[src/rtl/lerr_pkg.sv]
package lerr_pkg;
    localparam int NERR  = 5;
    localparam int B_FRM = 0;
    localparam int B_MFA = 1;
    localparam int B_CAS = 2;
    localparam int B_CRC = 3;
    localparam int B_PDV = 4;

    typedef logic [NERR-1:0] err_vec_t;

    typedef enum logic [1:0] {
        ST_LIVE = 2'd0,
        ST_ARM  = 2'd1,
        ST_HOLD = 2'd2
    } lat_state_t;
endpackage

[src/rtl/lerr_qual.sv]
module lerr_qual
    import lerr_pkg::*;
(
    input  logic     frm_i,
    input  logic     mfa_i,
    input  logic     cas_i,
    input  logic     crc_i,
    input  logic     pdv_i,
    input  logic     e1_i,
    input  logic     crc4_i,
    input  logic     casf_i,
    input  logic     esf_i,
    output err_vec_t evt_o
);
    logic mfa_ok;
    logic cas_ok;
    logic crc_ok;

    always_comb begin
        mfa_ok = e1_i & crc4_i;
        cas_ok = e1_i & casf_i;
        crc_ok = (~e1_i & esf_i) | (e1_i & crc4_i);
        evt_o        = '0;
        evt_o[B_FRM] = frm_i;
        evt_o[B_MFA] = mfa_i & mfa_ok;
        evt_o[B_CAS] = cas_i & cas_ok;
        evt_o[B_CRC] = crc_i & crc_ok;
        evt_o[B_PDV] = pdv_i;
    end
endmodule

[src/rtl/lerr_pdv_det.sv]
module lerr_pdv_det #(
    parameter int WIN       = 192,
    parameter int MIN_ONES  = 24,
    parameter int MAX_ZEROS = 15
) (
    input  logic clk,
    input  logic rst,
    input  logic bit_i,
    input  logic bit_en_i,
    output logic pdv_o
);
    localparam int ZW = $clog2(MAX_ZEROS + 2);
    localparam int CW = $clog2(WIN + 1);
    localparam logic [ZW-1:0] ZLIM = ZW'(MAX_ZEROS);
    localparam logic [ZW-1:0] ZSAT = ZW'(MAX_ZEROS + 1);
    localparam logic [CW-1:0] WLEN = CW'(WIN);
    localparam logic [CW-1:0] OMIN = CW'(MIN_ONES);

    logic [WIN-1:0] win_q;
    logic [CW-1:0]  ones_q, ones_nx;
    logic [CW-1:0]  fill_q, fill_nx;
    logic [ZW-1:0]  zrun_q, zrun_nx;
    logic           full, drop, viol;

    always_comb begin
        full    = (fill_q == WLEN);
        drop    = full & win_q[WIN-1];
        ones_nx = ones_q + CW'(bit_i) - CW'(drop);
        fill_nx = full ? fill_q : fill_q + CW'(1);
        if (bit_i)
            zrun_nx = '0;
        else if (zrun_q == ZSAT)
            zrun_nx = zrun_q;
        else
            zrun_nx = zrun_q + ZW'(1);
        viol = (zrun_nx > ZLIM) | ((fill_nx == WLEN) & (ones_nx < OMIN));
    end

    always_ff @(posedge clk) begin
        if (rst) begin
            win_q  <= '0;
            ones_q <= '0;
            fill_q <= '0;
            zrun_q <= '0;
            pdv_o  <= 1'b0;
        end else begin
            pdv_o <= bit_en_i & viol;
            if (bit_en_i) begin
                win_q  <= {win_q[WIN-2:0], bit_i};
                ones_q <= ones_nx;
                fill_q <= fill_nx;
                zrun_q <= zrun_nx;
            end
        end
    end

    p_run_r7: assert property (@(posedge clk) disable iff (rst)
        (bit_en_i && !bit_i && zrun_q >= ZLIM) |=> pdv_o);
    p_idle_r8: assert property (@(posedge clk) disable iff (rst)
        !bit_en_i |=> !pdv_o);
    p_cnt_r8: assert property (@(posedge clk) disable iff (rst)
        ones_q <= fill_q);
endmodule

[src/rtl/lerr_status.sv]
module lerr_status
    import lerr_pkg::*;
(
    input  logic     clk,
    input  logic     rst,
    input  err_vec_t evt_i,
    input  logic     rd_en_i,
    input  logic     latch_en_i,
    input  logic     tick_i,
    output err_vec_t view_o,
    output err_vec_t rd_data_o
);
    lat_state_t st_q, st_nx;
    err_vec_t   live_q, shadow_q, held_q;

    always_ff @(posedge clk) begin
        if (rst) st_q <= ST_LIVE;
        else     st_q <= st_nx;
    end

    always_comb begin
        st_nx = st_q;
        unique case (st_q)
            ST_LIVE: if (latch_en_i) st_nx = ST_ARM;
            ST_ARM: begin
                if (!latch_en_i)  st_nx = ST_LIVE;
                else if (tick_i)  st_nx = ST_HOLD;
            end
            ST_HOLD: if (!latch_en_i) st_nx = ST_LIVE;
            default: st_nx = ST_LIVE;
        endcase
    end

    always_comb begin
        view_o = (st_q == ST_LIVE) ? live_q : held_q;
    end

    always_ff @(posedge clk) begin
        if (rst) begin
            live_q    <= '0;
            shadow_q  <= '0;
            held_q    <= '0;
            rd_data_o <= '0;
        end else begin
            if (rd_en_i) rd_data_o <= view_o;
            unique case (st_q)
                ST_LIVE: begin
                    if (latch_en_i) begin
                        live_q   <= '0;
                        shadow_q <= evt_i;
                        held_q   <= '0;
                    end else begin
                        live_q <= (rd_en_i ? '0 : live_q) | evt_i;
                    end
                end
                ST_ARM, ST_HOLD: begin
                    if (!latch_en_i) begin
                        live_q   <= '0;
                        shadow_q <= '0;
                        held_q   <= '0;
                    end else if (tick_i) begin
                        held_q   <= shadow_q | evt_i;
                        shadow_q <= '0;
                    end else begin
                        shadow_q <= shadow_q | evt_i;
                    end
                end
                default: live_q <= '0;
            endcase
        end
    end

    p_sticky_r2: assert property (@(posedge clk) disable iff (rst)
        (st_q == ST_LIVE && !latch_en_i && !rd_en_i)
        |=> ((live_q & $past(live_q)) == $past(live_q)));
    p_clear_r3: assert property (@(posedge clk) disable iff (rst)
        (st_q == ST_LIVE && !latch_en_i && rd_en_i && evt_i == '0)
        |=> (live_q == '0));
    p_keep_r4: assert property (@(posedge clk) disable iff (rst)
        (st_q == ST_LIVE && !latch_en_i && rd_en_i && evt_i[B_FRM])
        |=> live_q[B_FRM]);
    p_hold_r10: assert property (@(posedge clk) disable iff (rst)
        (st_q != ST_LIVE && latch_en_i && !tick_i) |=> $stable(held_q));
    p_restart_r11: assert property (@(posedge clk) disable iff (rst)
        (st_q != ST_LIVE && latch_en_i && tick_i) |=> (shadow_q == '0));
    p_exit_r12: assert property (@(posedge clk) disable iff (rst)
        (st_q != ST_LIVE && !latch_en_i) |=> (view_o == '0));
endmodule

[src/rtl/line_err_mon.sv]
module line_err_mon
    import lerr_pkg::*;
#(
    parameter int WIN       = 192,
    parameter int MIN_ONES  = 24,
    parameter int MAX_ZEROS = 15
) (
    input  logic            clk,
    input  logic            rst,
    input  logic            frm_err_i,
    input  logic            mfa_err_i,
    input  logic            cas_err_i,
    input  logic            crc_err_i,
    input  logic            cfg_e1_i,
    input  logic            cfg_crc4_i,
    input  logic            cfg_cas_i,
    input  logic            cfg_esf_i,
    input  logic            latch_en_i,
    input  logic            sec_tick_i,
    input  logic            rx_bit_i,
    input  logic            rx_bit_en_i,
    input  logic [NERR-1:0] irq_en_i,
    input  logic            rd_en_i,
    output logic [NERR-1:0] rd_data_o,
    output logic [NERR-1:0] stat_o,
    output logic            irq_o
);
    logic     pdv;
    err_vec_t evt;

    lerr_pdv_det #(
        .WIN      (WIN),
        .MIN_ONES (MIN_ONES),
        .MAX_ZEROS(MAX_ZEROS)
    ) u_pdv (
        .clk     (clk),
        .rst     (rst),
        .bit_i   (rx_bit_i),
        .bit_en_i(rx_bit_en_i),
        .pdv_o   (pdv)
    );

    lerr_qual u_qual (
        .frm_i (frm_err_i),
        .mfa_i (mfa_err_i),
        .cas_i (cas_err_i),
        .crc_i (crc_err_i),
        .pdv_i (pdv),
        .e1_i  (cfg_e1_i),
        .crc4_i(cfg_crc4_i),
        .casf_i(cfg_cas_i),
        .esf_i (cfg_esf_i),
        .evt_o (evt)
    );

    lerr_status u_stat (
        .clk       (clk),
        .rst       (rst),
        .evt_i     (evt),
        .rd_en_i   (rd_en_i),
        .latch_en_i(latch_en_i),
        .tick_i    (sec_tick_i),
        .view_o    (stat_o),
        .rd_data_o (rd_data_o)
    );

    always_comb irq_o = |(stat_o & irq_en_i);

    p_mfa_mask_r5: assert property (@(posedge clk) disable iff (rst)
        !(cfg_e1_i && cfg_crc4_i) |-> !evt[B_MFA]);
    p_cas_mask_r5: assert property (@(posedge clk) disable iff (rst)
        !(cfg_e1_i && cfg_cas_i) |-> !evt[B_CAS]);
    p_crc_mask_r6: assert property (@(posedge clk) disable iff (rst)
        (!cfg_e1_i && !cfg_esf_i) |-> !evt[B_CRC]);
    p_irq_off_r9: assert property (@(posedge clk) disable iff (rst)
        (irq_en_i == '0) |-> !irq_o);
endmodule

[config.mk]
export PLATFORM = sky130hd
export DESIGN_NAME = line_err_mon
export DESIGN_NICKNAME = d
export VERILOG_FILES = /design/src/rtl/lerr_pkg.sv /design/src/rtl/lerr_qual.sv /design/src/rtl/lerr_pdv_det.sv /design/src/rtl/lerr_status.sv /design/src/rtl/line_err_mon.sv
export SDC_FILE = /design/constraint.sdc
export NUM_CORES = 1
export LEC_CHECK = 0
export BUFFER_PORTS_ARGS = -buffer_cell sky130_fd_sc_hd__buf_4
export CORE_ASPECT_RATIO = 0.7
export CORE_MARGIN = 5
export CORE_UTILIZATION = 40
export CTS_CLUSTER_DIAMETER = 80
export DETAILED_ROUTE_END_ITERATION = 7
export SYNTH_ARGS = -nofsm -noshare
export SYNTH_HDL_FRONTEND = slang
export SYNTH_SLANG_ARGS = --single-unit
[constraint.sdc]
create_clock -name clk -period 4.1 [get_ports clk]
set_input_delay 0.82 -clock clk [delete_from_list [all_inputs] [get_ports clk]]
set_output_delay 0.82 -clock clk [all_outputs]
set_load 0.01 [all_outputs]
==> key figures <==
Die
  – Starting Density: 0.405
  – Die Y: approximately 140 um
  – Die area: approximately 26000 sq um
  – Row count: 46
  – Core ar.: 22500 sq um
  – Horiz. Die Dim: roughly 190 um
  – I/O pins: 31

CTS
  – Post-CTS Setup Bufs: 0
  – Post-cts sizing count: 0
  – TritonCTS Buffers: 25
  – Clk Latency, worst-skew pair: 0.50 ns
  – TritonCTS clock tree: yes
  – CTS Sinks: 236
  – CTS clock-pin slew for the worst setup and hold paths: approximately 0.06 ns
  – H-Tree Depth: 1
  – Root Driver: clkbuf_16
  – CTS Buffer Depth: 3
  – Hold-fix buffer count after cts: 0

Timing
  – Worst-Margin Slew: approximately 0.94 ns
  – Tmin final: roughly 3.1 ns
  – Slew headroom: 0.373
  – Clock skew: 0.0108 ns
  – Pins Over Slew Limit: 0
  – Max Clock Freq: between 300 and 400 MHz
  – Setup_tns: 0 ns
  – # setup viols final: 0
  – RSZ-0062 raised after global routing: no
  – Period utilization: 0.761
  – Final hold violations: 0

Global routing
  – GRT Total Usage: 0.110
  – Vias in the first global route: around 5400
  – Pin count of the biggest net entering global routing: roughly 120
  – Initial antenna violation count: 0
  – Met3 usage in global routing: 0.0231
  – GR Util met2: 0.170
  – First-pass GRT wire length: 25000 um
  – Top Usage Layer GRT: met2
  – GR Overflow Total: 0
  – Met1 Use GR: 0.157

Critical path
  – Buf/Inv on CP: 2
  – Critical Path, Cell by Cell: inv_1 > ha_1 > mux2_2 > a222oi_1 > nand2_1 > buf_4
  – Startpoint types: flip-flop
  – Slowest cell on crit path: ha_1
  – Critical Path Sink Type: output port
  – Crit path max fanout: 12
  – WP data required: 3.28 ns
  – CP Class: flip-flop to output port
  – CP Data Arrival Time: 2.30 ns
  – R2R Path Start: u_pdv.fill_q[0]$_SDFFE_PP0P_
  – CP Launch Point: u_stat.st_q[0]$_SDFFE_PP0P_
  – Delay-heaviest family, CP: adder cells
  – Worst stage delay on the critical path: roughly 0.42 ns

Logic synthesis
  – Number of synthesized register bits: roughly 240
  – YS warnings: 0
  – Synthesized Nets: between 900 and 1000
  – Asr flop ratio synth: 0
  – Post-synthesis sequential area ratio: 0.519
  – Syn Std Cell Area: around 9100 sq um
  – Syn Area/Cell: between 10 and 15 sq um
  – Unique cell type count in the Yosys netlist: 42
  – Synth top area cells: dfxtp_1, mux2i_1, nor2_1
  – Synth Flop Type: dfxtp_1
  – EDFF count, synth: 0
  – Largest area contributor in the netlist: dfxtp_1
  – Gate Count Post-Synth: roughly 900
  – Synth top area share: 0.519

Hold path
  – Hold path start: u_stat.held_q[4]$_SDFFE_PP0P_
  – Hold WC Path Type: flip-flop to flip-flop

Power and ir drop
  – Pint: 3.79 mW
  – Clock power share: 0.429
  – Peak VDD IR: about 250 uV
  – Leak pwr: approximately 4.5 nW
  – Combinational Power Share: 0.096
  – Sw Ratio: 0.234
  – Switching pwr: roughly 1.2 mW
  – Power share of the sequential group: 0.475
  – Power density over cell area: between 400 and 500 nW/um^2

Job
  – Max-Cap Viols: 0

Final layout
  – Share of layout cells above drive strength 1: 0.0907
  – Fin util: 0.459
  – Most common cell after layout, fill and taps aside: dfxtp_1
  – Filler instances: ~2100
  – Most frequent cells in the layout: dfxtp_1, nor2_1, mux2i_1, buf_4, a21oi_1
  – Final Cell Area: 10300 sq um
  – Nets: 945
  – Antenna cells: 0
  – Synthesis-to-layout area growth: 13.4%

Drt
  – Via count: 5799
  – Routed wire length: approximately 14000 um
  – Drt drc: 0
  – Vias per cell: about 4.7
  – DR pass1 iterations: 5
  – ANT nets after route: 0
  – 1st-iter DRT viols: about 420
  – Avg WL per Cell: between 10 and 15 um

Placement
  – Placer's final routability congestion estimate: approximately 0.78
  – Final HPWL DP: ~8300 um
  – Placed cell area: approximately 9500 sq um
  – Port bufs: 30

Outcome
  – Status: finished, final reports clean
[cell families (layout without fill, tap and decap cells)]
kind of cell / after synthesis / count (layout) / synth area share
AND/OR/NAND/NOR: 279 / 279 / 0.128
flip-flops: 236 / 236 / 0.519
multiplexers: 210 / 210 / 0.231
buffers and inverters: 76 / 99 / 0.0363
AO/OA/AOI/OAI: 67 / 67 / 0.0444
XOR/XNOR: 19 / 19 / 0.0183
adder cells (fa/ha/maj): 16 / 16 / 0.0228
[Yosys cell counts, types with 2 or more instances]
cell,n
and3_1,3
nor2_1,230
a211oi_1,4
a21oi_1,29
xor2_1,10
dfxtp_1,236
nor3_1,7
nand4_1,4
a22oi_1,8
buf_2,24
o21ai_0,15
inv_1,20
buf_4,2
a21o_1,2
nand2_1,14
o21bai_1,2
mux2_2,5
ha_1,15
nor2b_1,3
mux2i_1,205
o21a_1,2
buf_1,3
clkbuf_1,25
nand3_1,9
xnor2_1,9
[tightest hold or removal path: stages (launching register included)]
cell     delay [ns]
dfxtp_1        0.31
nand2_1        0.05
a21oi_1        0.05
[layout make-up]
class / instances / area [sq um] / share of cell area
inverter: 21 / 78.8 / 0.00763
sequential: 236 / 4720 / 0.458
clock buffer: 34 / 699 / 0.0677
clock inverter: 10 / 87.6 / 0.00848
tap: 312 / 390 / 0.0378
timing repair buffer: 34 / 292 / 0.0282
multi-input combinational: 591 / 4050 / 0.393
[stage by stage]
stage          setup WS (ns)  hold WS (ns)  power [mW]  instances
3_5_place_dp            1.19         0.451        2.88       1194
5_1_grt                0.794         0.481        5.19       1238
2_1_floorplan           1.38         0.429        2.78        903
4_1_cts                0.943         0.459        5.03       1238
3_3_place_gp            1.22         0.444        2.87       1194
6_report               0.980         0.452        4.95       1238
[per-layer routing]
layer	routed length (um)	part of all wire
met1	7530	0.53
met2	5730	0.40
met3	580	0.041
met4	324	0.023
met5	0	0
[worst paths after layout]
kind | to | slack (ns) | cells after the start
min reg2reg | u_stat.held_q[4]$_SDFFE_PP0P_ | 0.45 | 2
max reg2reg | u_pdv.pdv_o$_SDFF_PP0_ | 1.15 | 13
max | irq_o | 0.98 | 6
min | u_stat.held_q[4]$_SDFFE_PP0P_ | 0.45 | 2
[power by group through the flow]
stage               clock network, mW  registers, mW  logic (mW)
floorplan                           0           2.39       0.389
global placement                    0           2.40       0.474
detailed placement                  0           2.40       0.476
CTS                              2.21           2.35       0.477
global route                     2.31           2.35       0.531
finish                           2.12           2.35       0.474
[sequential cells by signal, summed over array words and instances (netlist names)]
signal	count
u_pdv.fill_q	8
u_pdv.ones_q	8
u_pdv.pdv_o	1
u_pdv.win_q	192
u_pdv.zrun_q	5
u_stat.held_q	5
u_stat.live_q	5
u_stat.rd_data_o	5
u_stat.shadow_q	5
u_stat.st_q	2
No activity file was read; power rests on OpenSTA's default activity.
